--- config.mk ---
export PLATFORM = sky130hd
export DESIGN_NAME = guarded_ctrl_reg
export DESIGN_NICKNAME = d
export VERILOG_FILES = /design/src/rtl/guarded_reg_pkg.sv /design/src/rtl/guarded_reg_data.sv /design/src/rtl/guarded_reg_ctrl.sv /design/src/rtl/guarded_ctrl_reg.sv
export SDC_FILE = /design/constraint.sdc
export NUM_CORES = 1
export LEC_CHECK = 0
export BUFFER_PORTS_ARGS = -buffer_cell sky130_fd_sc_hd__buf_2
export CORE_UTILIZATION = 55
export CTS_BUF_LIST = sky130_fd_sc_hd__clkbuf_4 sky130_fd_sc_hd__clkbuf_8 sky130_fd_sc_hd__clkbuf_16
export CTS_CLUSTER_DIAMETER = 150
export DETAILED_ROUTE_END_ITERATION = 10
export PLACE_DENSITY = 0.81
export RECOVER_POWER = 25
export SETUP_SLACK_MARGIN = 0.02
export SYNTH_ARGS = -nofsm -noshare
export SYNTH_HDL_FRONTEND = slang
export SYNTH_SLANG_ARGS = --single-unit
export TNS_END_PERCENT = 20
--- constraint.sdc ---
create_clock -name clk -period 4.5 [get_ports clk]
set_input_delay 0.9 -clock clk [delete_from_list [all_inputs] [get_ports clk]]
set_output_delay 0.9 -clock clk [all_outputs]
set_load 0.005 [all_outputs]
--- src/rtl/guarded_reg_pkg.sv ---
package guarded_reg_pkg;

  typedef enum logic [1:0] {
    PAIR_INVERT     = 2'd0,
    PAIR_REPEAT     = 2'd1,
    PAIR_KEYED      = 2'd2,
    PAIR_INVERT_ALT = 2'd3
  } pair_mode_e;

  typedef struct packed {
    logic loadPending;
    logic commit;
  } ctrl_strobe_t;

endpackage

--- src/rtl/guarded_reg_data.sv ---
module guarded_reg_data
  import guarded_reg_pkg::*;
#(
  parameter int DATA_W = 32,
  parameter logic [DATA_W-1:0] RESET_VAL = '0
) (
  input  logic              clk,
  input  logic              rst_n,
  input  ctrl_strobe_t      strobe,
  input  pair_mode_e        mode,
  input  logic [DATA_W-1:0] wrData,
  output logic              pairMatch,
  output logic [DATA_W-1:0] ctrlValue
);

  logic [DATA_W-1:0] pendingVal;

  // Partner check against the parked first word
  always_comb begin
    unique case (mode)
      PAIR_REPEAT: pairMatch = (wrData == pendingVal);
      default:     pairMatch = (wrData == ~pendingVal);
    endcase
  end

  always_ff @(posedge clk or negedge rst_n) begin
    if (!rst_n) begin
      pendingVal <= '0;
    end else if (strobe.loadPending) begin
      pendingVal <= wrData;
    end
  end

  always_ff @(posedge clk or negedge rst_n) begin
    if (!rst_n) begin
      ctrlValue <= RESET_VAL;
    end else if (strobe.commit) begin
      ctrlValue <= pendingVal;
    end
  end

  // stored word only moves on a commit strobe
  p_hold_without_commit_r3 : assert property (@(posedge clk) disable iff (!rst_n)
    !strobe.commit |=> $stable(ctrlValue));

  // a commit installs the parked first word
  p_commit_takes_pending_r2 : assert property (@(posedge clk) disable iff (!rst_n)
    strobe.commit |=> ctrlValue == $past(pendingVal));

endmodule

--- src/rtl/guarded_reg_ctrl.sv ---
module guarded_reg_ctrl
  import guarded_reg_pkg::*;
#(
  parameter int ADDR_W = 8,
  parameter int DATA_W = 32,
  parameter logic [ADDR_W-1:0] REG_ADDR = '0,
  parameter logic [ADDR_W-1:0] KEY_ADDR = '0,
  parameter logic [DATA_W-1:0] KEY_WORD = '0,
  parameter int TIMEOUT = 16
) (
  input  logic              clk,
  input  logic              rst_n,
  input  pair_mode_e        mode,
  input  logic [ADDR_W-1:0] busAddr,
  input  logic              busWe,
  input  logic [DATA_W-1:0] busWdata,
  input  logic              pairMatch,
  output ctrl_strobe_t      strobe,
  output logic              commitPulse,
  output logic              rejectFlag
);

  localparam int AGE_W = $clog2(TIMEOUT + 1);
  localparam logic [AGE_W-1:0] AGE_LAST = AGE_W'(TIMEOUT - 1);

  logic             pendingValid;
  logic [AGE_W-1:0] age;
  logic             armed;

  logic hitReg, hitKey, hitOther, keyed, gateOpen;
  logic expire, acceptPair, badPair, gateReject, rejectEvent;

  always_comb begin
    hitReg     = busWe && (busAddr == REG_ADDR);
    hitKey     = busWe && (busAddr == KEY_ADDR);
    hitOther   = busWe && !hitReg;
    keyed      = (mode == PAIR_KEYED);
    gateOpen   = !keyed || armed;
    expire     = pendingValid && !busWe && (age == AGE_LAST);
    acceptPair = hitReg && gateOpen && pendingValid && pairMatch;
    badPair    = hitReg && gateOpen && pendingValid && !pairMatch;
    gateReject = hitReg && !gateOpen;
    rejectEvent = badPair || gateReject || expire || (hitOther && pendingValid);
    strobe.commit      = acceptPair;
    strobe.loadPending = hitReg && gateOpen && !acceptPair;
  end

  always_ff @(posedge clk or negedge rst_n) begin
    if (!rst_n) begin
      pendingValid <= 1'b0;
      age          <= '0;
    end else begin
      if (acceptPair || gateReject || hitOther || expire) begin
        pendingValid <= 1'b0;
      end else if (strobe.loadPending) begin
        pendingValid <= 1'b1;
      end
      if (strobe.loadPending) begin
        age <= '0;
      end else if (pendingValid && !busWe) begin
        age <= age + 1'b1;
      end
    end
  end

  always_ff @(posedge clk or negedge rst_n) begin
    if (!rst_n) begin
      armed <= 1'b0;
    end else if (hitKey && keyed && (busWdata == KEY_WORD)) begin
      armed <= 1'b1;
    end else if (acceptPair) begin
      armed <= 1'b0;
    end
  end

  always_ff @(posedge clk or negedge rst_n) begin
    if (!rst_n) begin
      commitPulse <= 1'b0;
      rejectFlag  <= 1'b0;
    end else begin
      commitPulse <= acceptPair;
      rejectFlag  <= rejectFlag || rejectEvent;
    end
  end

  // no back-to-back commit pulses
  p_pulse_single_r11 : assert property (@(posedge clk) disable iff (!rst_n)
    commitPulse |=> !commitPulse);

  // reject flag is sticky
  p_reject_sticky_r9 : assert property (@(posedge clk) disable iff (!rst_n)
    rejectFlag |=> rejectFlag);

  // pending age never passes the window
  p_age_bound_r8 : assert property (@(posedge clk) disable iff (!rst_n)
    pendingValid |-> age < AGE_W'(TIMEOUT));

  // a keyed commit spends the arm
  p_arm_spent_r6 : assert property (@(posedge clk) disable iff (!rst_n)
    (strobe.commit && keyed) |=> !armed);

  // a foreign write leaves nothing pending
  p_foreign_clears_r7 : assert property (@(posedge clk) disable iff (!rst_n)
    hitOther |=> !pendingValid);

endmodule

--- src/rtl/guarded_ctrl_reg.sv ---
module guarded_ctrl_reg
  import guarded_reg_pkg::*;
#(
  parameter int ADDR_W = 8,
  parameter int DATA_W = 32,
  parameter logic [ADDR_W-1:0] REG_ADDR  = 8'h10,
  parameter logic [ADDR_W-1:0] KEY_ADDR  = 8'h14,
  parameter logic [DATA_W-1:0] KEY_WORD  = 32'hA5C3_9E17,
  parameter logic [DATA_W-1:0] RESET_VAL = 32'h0000_00FF,
  parameter int TIMEOUT = 16
) (
  input  logic              clk,
  input  logic              rst_n,
  input  logic [1:0]        mode,
  input  logic [ADDR_W-1:0] busAddr,
  input  logic              busWe,
  input  logic [DATA_W-1:0] busWdata,
  output logic [DATA_W-1:0] busRdata,
  output logic [DATA_W-1:0] ctrlValue,
  output logic              commitPulse,
  output logic              rejectFlag
);

  pair_mode_e   modeSel;
  ctrl_strobe_t strobe;
  logic         pairMatch;

  assign modeSel  = pair_mode_e'(mode);
  assign busRdata = (busAddr == REG_ADDR) ? ctrlValue : '0;

  guarded_reg_ctrl #(
    .ADDR_W(ADDR_W), .DATA_W(DATA_W), .REG_ADDR(REG_ADDR),
    .KEY_ADDR(KEY_ADDR), .KEY_WORD(KEY_WORD), .TIMEOUT(TIMEOUT)
  ) u_ctrl (
    .clk(clk), .rst_n(rst_n), .mode(modeSel), .busAddr(busAddr),
    .busWe(busWe), .busWdata(busWdata), .pairMatch(pairMatch),
    .strobe(strobe), .commitPulse(commitPulse), .rejectFlag(rejectFlag)
  );

  guarded_reg_data #(
    .DATA_W(DATA_W), .RESET_VAL(RESET_VAL)
  ) u_data (
    .clk(clk), .rst_n(rst_n), .strobe(strobe), .mode(modeSel),
    .wrData(busWdata), .pairMatch(pairMatch), .ctrlValue(ctrlValue)
  );

  // reset state at the first active cycle
  p_reset_state_r1 : assert property (@(posedge clk)
    !rst_n |=> (rst_n -> (!commitPulse && !rejectFlag)));

endmodule

# After elaboration in Yosys (flattened, before gate mapping)
# Cells that the tools add are included.
# classes
reduce_logical	31
n_addsub	1
bitwise_logic	1
n_eq_ne	8
muxes	8
# op_table
operator	count
$eq 32x32->1	2
$eq 32x32->1 const B	1
$mux 32	1
$not 32->32	1
$eq 8x5->1 const B	2
$logic_and 1x1->1	14
$mux 5	2
$logic_or 1x1->1	8
$logic_not 1->1	6
$reduce_bool 2->1	3
$add 5x1->5 const B	1
$eq 5x4->1 const B	1
$mux 1	5
$eq 2x1->1 const B	1
$eq 2x2->1 const B	1
# word_totals
in_bits	45
output_inout_bits	66
elab_cells	56
regBits	73

# Depth between registers and ports, before layout
# depth
ltp_word	10
mapped_depth	9
depth_no_buf	6

# Modules after synthesis
# A second synthesis with hierarchy kept.
# unflattened
hier_cells	335
area_unflattened_um2	4021.4
# by_module_without_submodules
mod	seq_area_each_um2	cells_each	instances	area_per_inst_um2
guarded_reg_data	1611.5	201	1	2881.5
guarded_reg_ctrl	225.2	60	1	590.6
guarded_ctrl_reg	0.0	74	1	549.3

# Worst setup path before layout
# Ideal clock, no wire load.
# synth_path
kind	in2reg
start	input port busWdata[19]
end	register u_data.ctrlValue[19]
required_ns	4.375
path_buffers	2
setup_slack_ns	1.265
stages	8
setup_ns	0.125
arrival_time_ns	3.110
path_cell_list	xor2_1 nand4_1 or4_4 a2111o_1 or3_1 buf_6 buf_12 mux2_4
# synth_via
elab_chain_cells	3
# synth_lines
element	line	source
start: declaration	guarded_ctrl_reg.sv:17	input logic [DATA_W-1:0] busWdata,
$eq 32x32->1 (on tied branches)	guarded_reg_data.sv:22, guarded_reg_data.sv:21	
$mux 1 *	guarded_reg_data.sv:20	unique case (mode)
$logic_and 1x1->1 *	guarded_reg_ctrl.sv:40	acceptPair = hitReg && gateOpen && pendingValid && pairMatch;
end signal: assignment	guarded_reg_data.sv:38	ctrlValue <= pendingVal;
end: declaration	guarded_reg_data.sv:13	output logic [DATA_W-1:0] ctrlValue
# Every way passes the cells marked *; elsewhere a longest branch is shown, timed or not.
# A chain may end at the register's enable or synchronous reset.

# Final worst setup path
# layout_path
start	input port busWdata[3]
end	register u_data.pendingVal[27]
# layout_via
elab_chain_cells	5
# layout_lines
element	line	source
$eq 32x32->1 (on tied branches)	guarded_reg_data.sv:22, guarded_reg_data.sv:21	
$mux 1 *	guarded_reg_data.sv:20	
$logic_and 1x1->1 *	guarded_reg_ctrl.sv:40	
$logic_not 1->1 *	guarded_reg_ctrl.sv:45	strobe.loadPending = hitReg && gateOpen && !acceptPair;
$logic_and 1x1->1 *	guarded_reg_ctrl.sv:45	
end signal: assignment	guarded_reg_data.sv:30	pendingVal <= wrData;
end: declaration	guarded_reg_data.sv:16	logic [DATA_W-1:0] pendingVal;
# Marks and branches as above.

==> results.md <==
* Ratio of cells with drive above 1 in the final layout at 48.1%
* Unrepaired setup endpoints after global routing: false
* Cell Rows at 30
* Slew @ Worst Pin at 1710 ps
* GP Congestion at 0.899
* Syn_nets at 359
* Dpl cells at 512
* Antenna cells at 0
* Yosys warning count at 0
* Clk_skew at 8.42 ps
* Max_cap viols at 1
* PortBufs at 110
* Worst rel slew slack at -14.2%
* Seq/Total Area, Yosys at 46.7%
* Unique cell type count in the Yosys netlist at 50
* Post-synth EDFFs at 0
* Die height at 86.6 µm
* H-tree levels at 3
* Layout net count at 474
* Initial antenna violation count at 0
* GRT Overall Usage at 25.4%
* Fmax at 288 MHz
* Core area at 0.00683 mm²
* Final worst slack at 1030 ps
* Via/cell ratio at 5.58
* WP data required at 4720 ps
* Max-slew violations at 34
* WL final at 8910 µm
* Vias at 2946
* Period utilization at 77.2%
* Status: complete, but fails checks
* Num CTS Buffers at 9
* # fillers at 505
* Vias in the first global route at 2766
* Cell area after synthesis at 0.00393 mm²
* DRT Pass-1 Iters at 4
* Area contributors post-synth: dfrtp_1 41%, mux2_4 11%, mux2_2 9.7%
* Synthesis-to-layout area growth at 20.8%
* Critical-path top delay cell: or4_4
* Post-synthesis register bit count at 73
* DP Wirelength at 6580 µm
* Mapped Cells at 312
* Clk sink count at 73
* Clk buf depth at 2
* Final hold viol count at 0
* PostCTS Resize Cnt at 0
* VDD IR max at 194 µV
* # DRC at 0
* Hold crit path type: register to register
* Die area at 0.00749 mm²
* Synth async-reset ratio at 100%
* Starting Density at 57.6%
* Count leader, synth: dfrtp_1
* Worst path cell trace: buf_2 -> xor2_1 -> nand4_1 -> or4_4 -> a2111o_1 -> o31ai_4 -> buf_4 -> mux2_2
* Clk_lat worst skew at 340 ps
* Hold-fix buffers at CTS at 0
* Ys flop type: dfrtp_1
* Fin cells at 528
* Largest net degree at the start of global routing at 42
* Synth top area share at 41.4%
* Critical Path End Type: register
* Routed Antenna Nets at 0
* Syn avg cell area at 12.6 µm²
* Post-CTS Repair Setup Buffers at 0
* Slowest stage delay, CP at 570 ps
* Setup TNS Final at 0 ps
* Crit path kind: primary input to register
* I/O Pins at 111
* DRT iter0 DRCs at 200
* Routed len/inst at 16.9 µm
* Startpoint Class: primary input
* Dominant cell type by area after synthesis: dfrtp_1
* Fin util at 69.5%
* CP max FO at 16
* PwrDens at 283 mW/mm²
* Failing checks: max-capacitance violations, max-slew violations
* Worst-path clk slew at 70 ps
* Worst EP arrival at 3700 ps
* Fin crit period at 3470 ps
* CTS tree: built
* Final Setup Violations at 0
* Leakage power at 2.56 nW
* Total grt overflow at 0
* First-pass GRT wire length at 14200 µm
* Die width at 86.6 µm
* CTS root buffer: clkbuf_8
* Top cells by count, synth: 65 x dfrtp_1, 34 x mux2_2, 32 x and2_1
* Post-place setup slack at 758 ps
worst paths after layout:
path / end / slack [ps] / startpoint / depth (start not counted)
setup / recovery: u_data.pendingVal[27] / 1030 / busWdata[3] / 8
hold / removal: u_ctrl.rejectFlag / 490 / u_ctrl.rejectFlag / 1
setup reg to reg: u_data.pendingVal[27] / 1280 / u_data.pendingVal[19] / 7
hold reg to reg: u_ctrl.rejectFlag / 490 / u_ctrl.rejectFlag / 1
max in group asynchronous: u_data.pendingVal[0] / 1700 / rst_n / 2
min in group asynchronous: u_data.ctrlValue[18] / 990 / rst_n / 1
layout by cell type (no fill, tap or decap), types with 4 or more instances in the layout:
cell type,count
buf_2,107
dfrtp_1,65
mux2_2,34
and2_1,32
mux2_4,29
xor2_1,20
xnor2_1,14
nand2_1,12
clkbuf_8,12
nand3_1,9
a21oi_1,8
dfstp_2,8
nand4_1,7
nor2b_1,5
buf_4,5
nor4_1,4
o21ai_0,4
area by class of cell:
| type | count | area (µm²) | area share [%] |
|---|---|---|---|
| clock inverters | 2 | 35.0 | 0.738 |
| flip-flops and latches | 73 | 1840 | 38.7 |
| inverters | 1 | 3.75 | 0.0790 |
| well taps | 96 | 120 | 2.53 |
| repair buffers | 116 | 589 | 12.4 |
| clock buffers | 14 | 180 | 3.79 |
| multi-input cells | 226 | 1980 | 41.8 |
logic make-up after synthesis:
group	Yosys count	synth area share, %
AOI/OAI and AO/OA	29	5.41
xor gates and xnor gates	34	7.57
adders and majority gates	2	0.636
buffers and inverters	13	3.02
DFF	73	46.7
muxes	67	21.9
and+or+nand+nor	94	14.8
stage by stage:
stage / hold WS (ps) / power (mW) / instance area, µm²
final: 485 / 1.34 / 4750
after global routing: 500 / 1.40 / 4750
after CTS: 476 / 1.35 / 4760
after detailed placement: 457 / 0.812 / 4540
after global placement: 451 / 0.807 / 4540
after floorplan: 457 / 0.748 / 3930
registers in the layout, indices dropped and copies added, names as in the netlist:
signal,count
u_ctrl.rejectFlag,1
u_ctrl.pendingValid,1
u_ctrl.commitPulse,1
u_data.ctrlValue,32
u_data.pendingVal,32
u_ctrl.age,5
u_ctrl.armed,1
worst max-delay path, delay by kind of cell:
kind	cells	cell delay (ps)
and+or+nand+nor	2	720
muxes	1	360
buffers and inverters	2	460
xor gates and xnor gates	1	250
AOI/OAI and AO/OA	2	990
layer usage:
layer	vias to the layer above	track usage (%)	part of all wire (%)	routed length, µm
met3	22	5.14	5.3	469
met2	121	40.0	47	4210
li1	1364	-	-	-
met5	-	0	0	0
met4	0	10.3	2.5	227
met1	1439	34.4	45	4000
power by group:
part	internal, mW	total (mW)	switching [mW]
sequential	0.668	0.681	0.0125
combinational	0.0496	0.121	0.0714
clock	0.313	0.540	0.227
total	1.03	1.34	0.311
(Power assumes the default switching activity.)
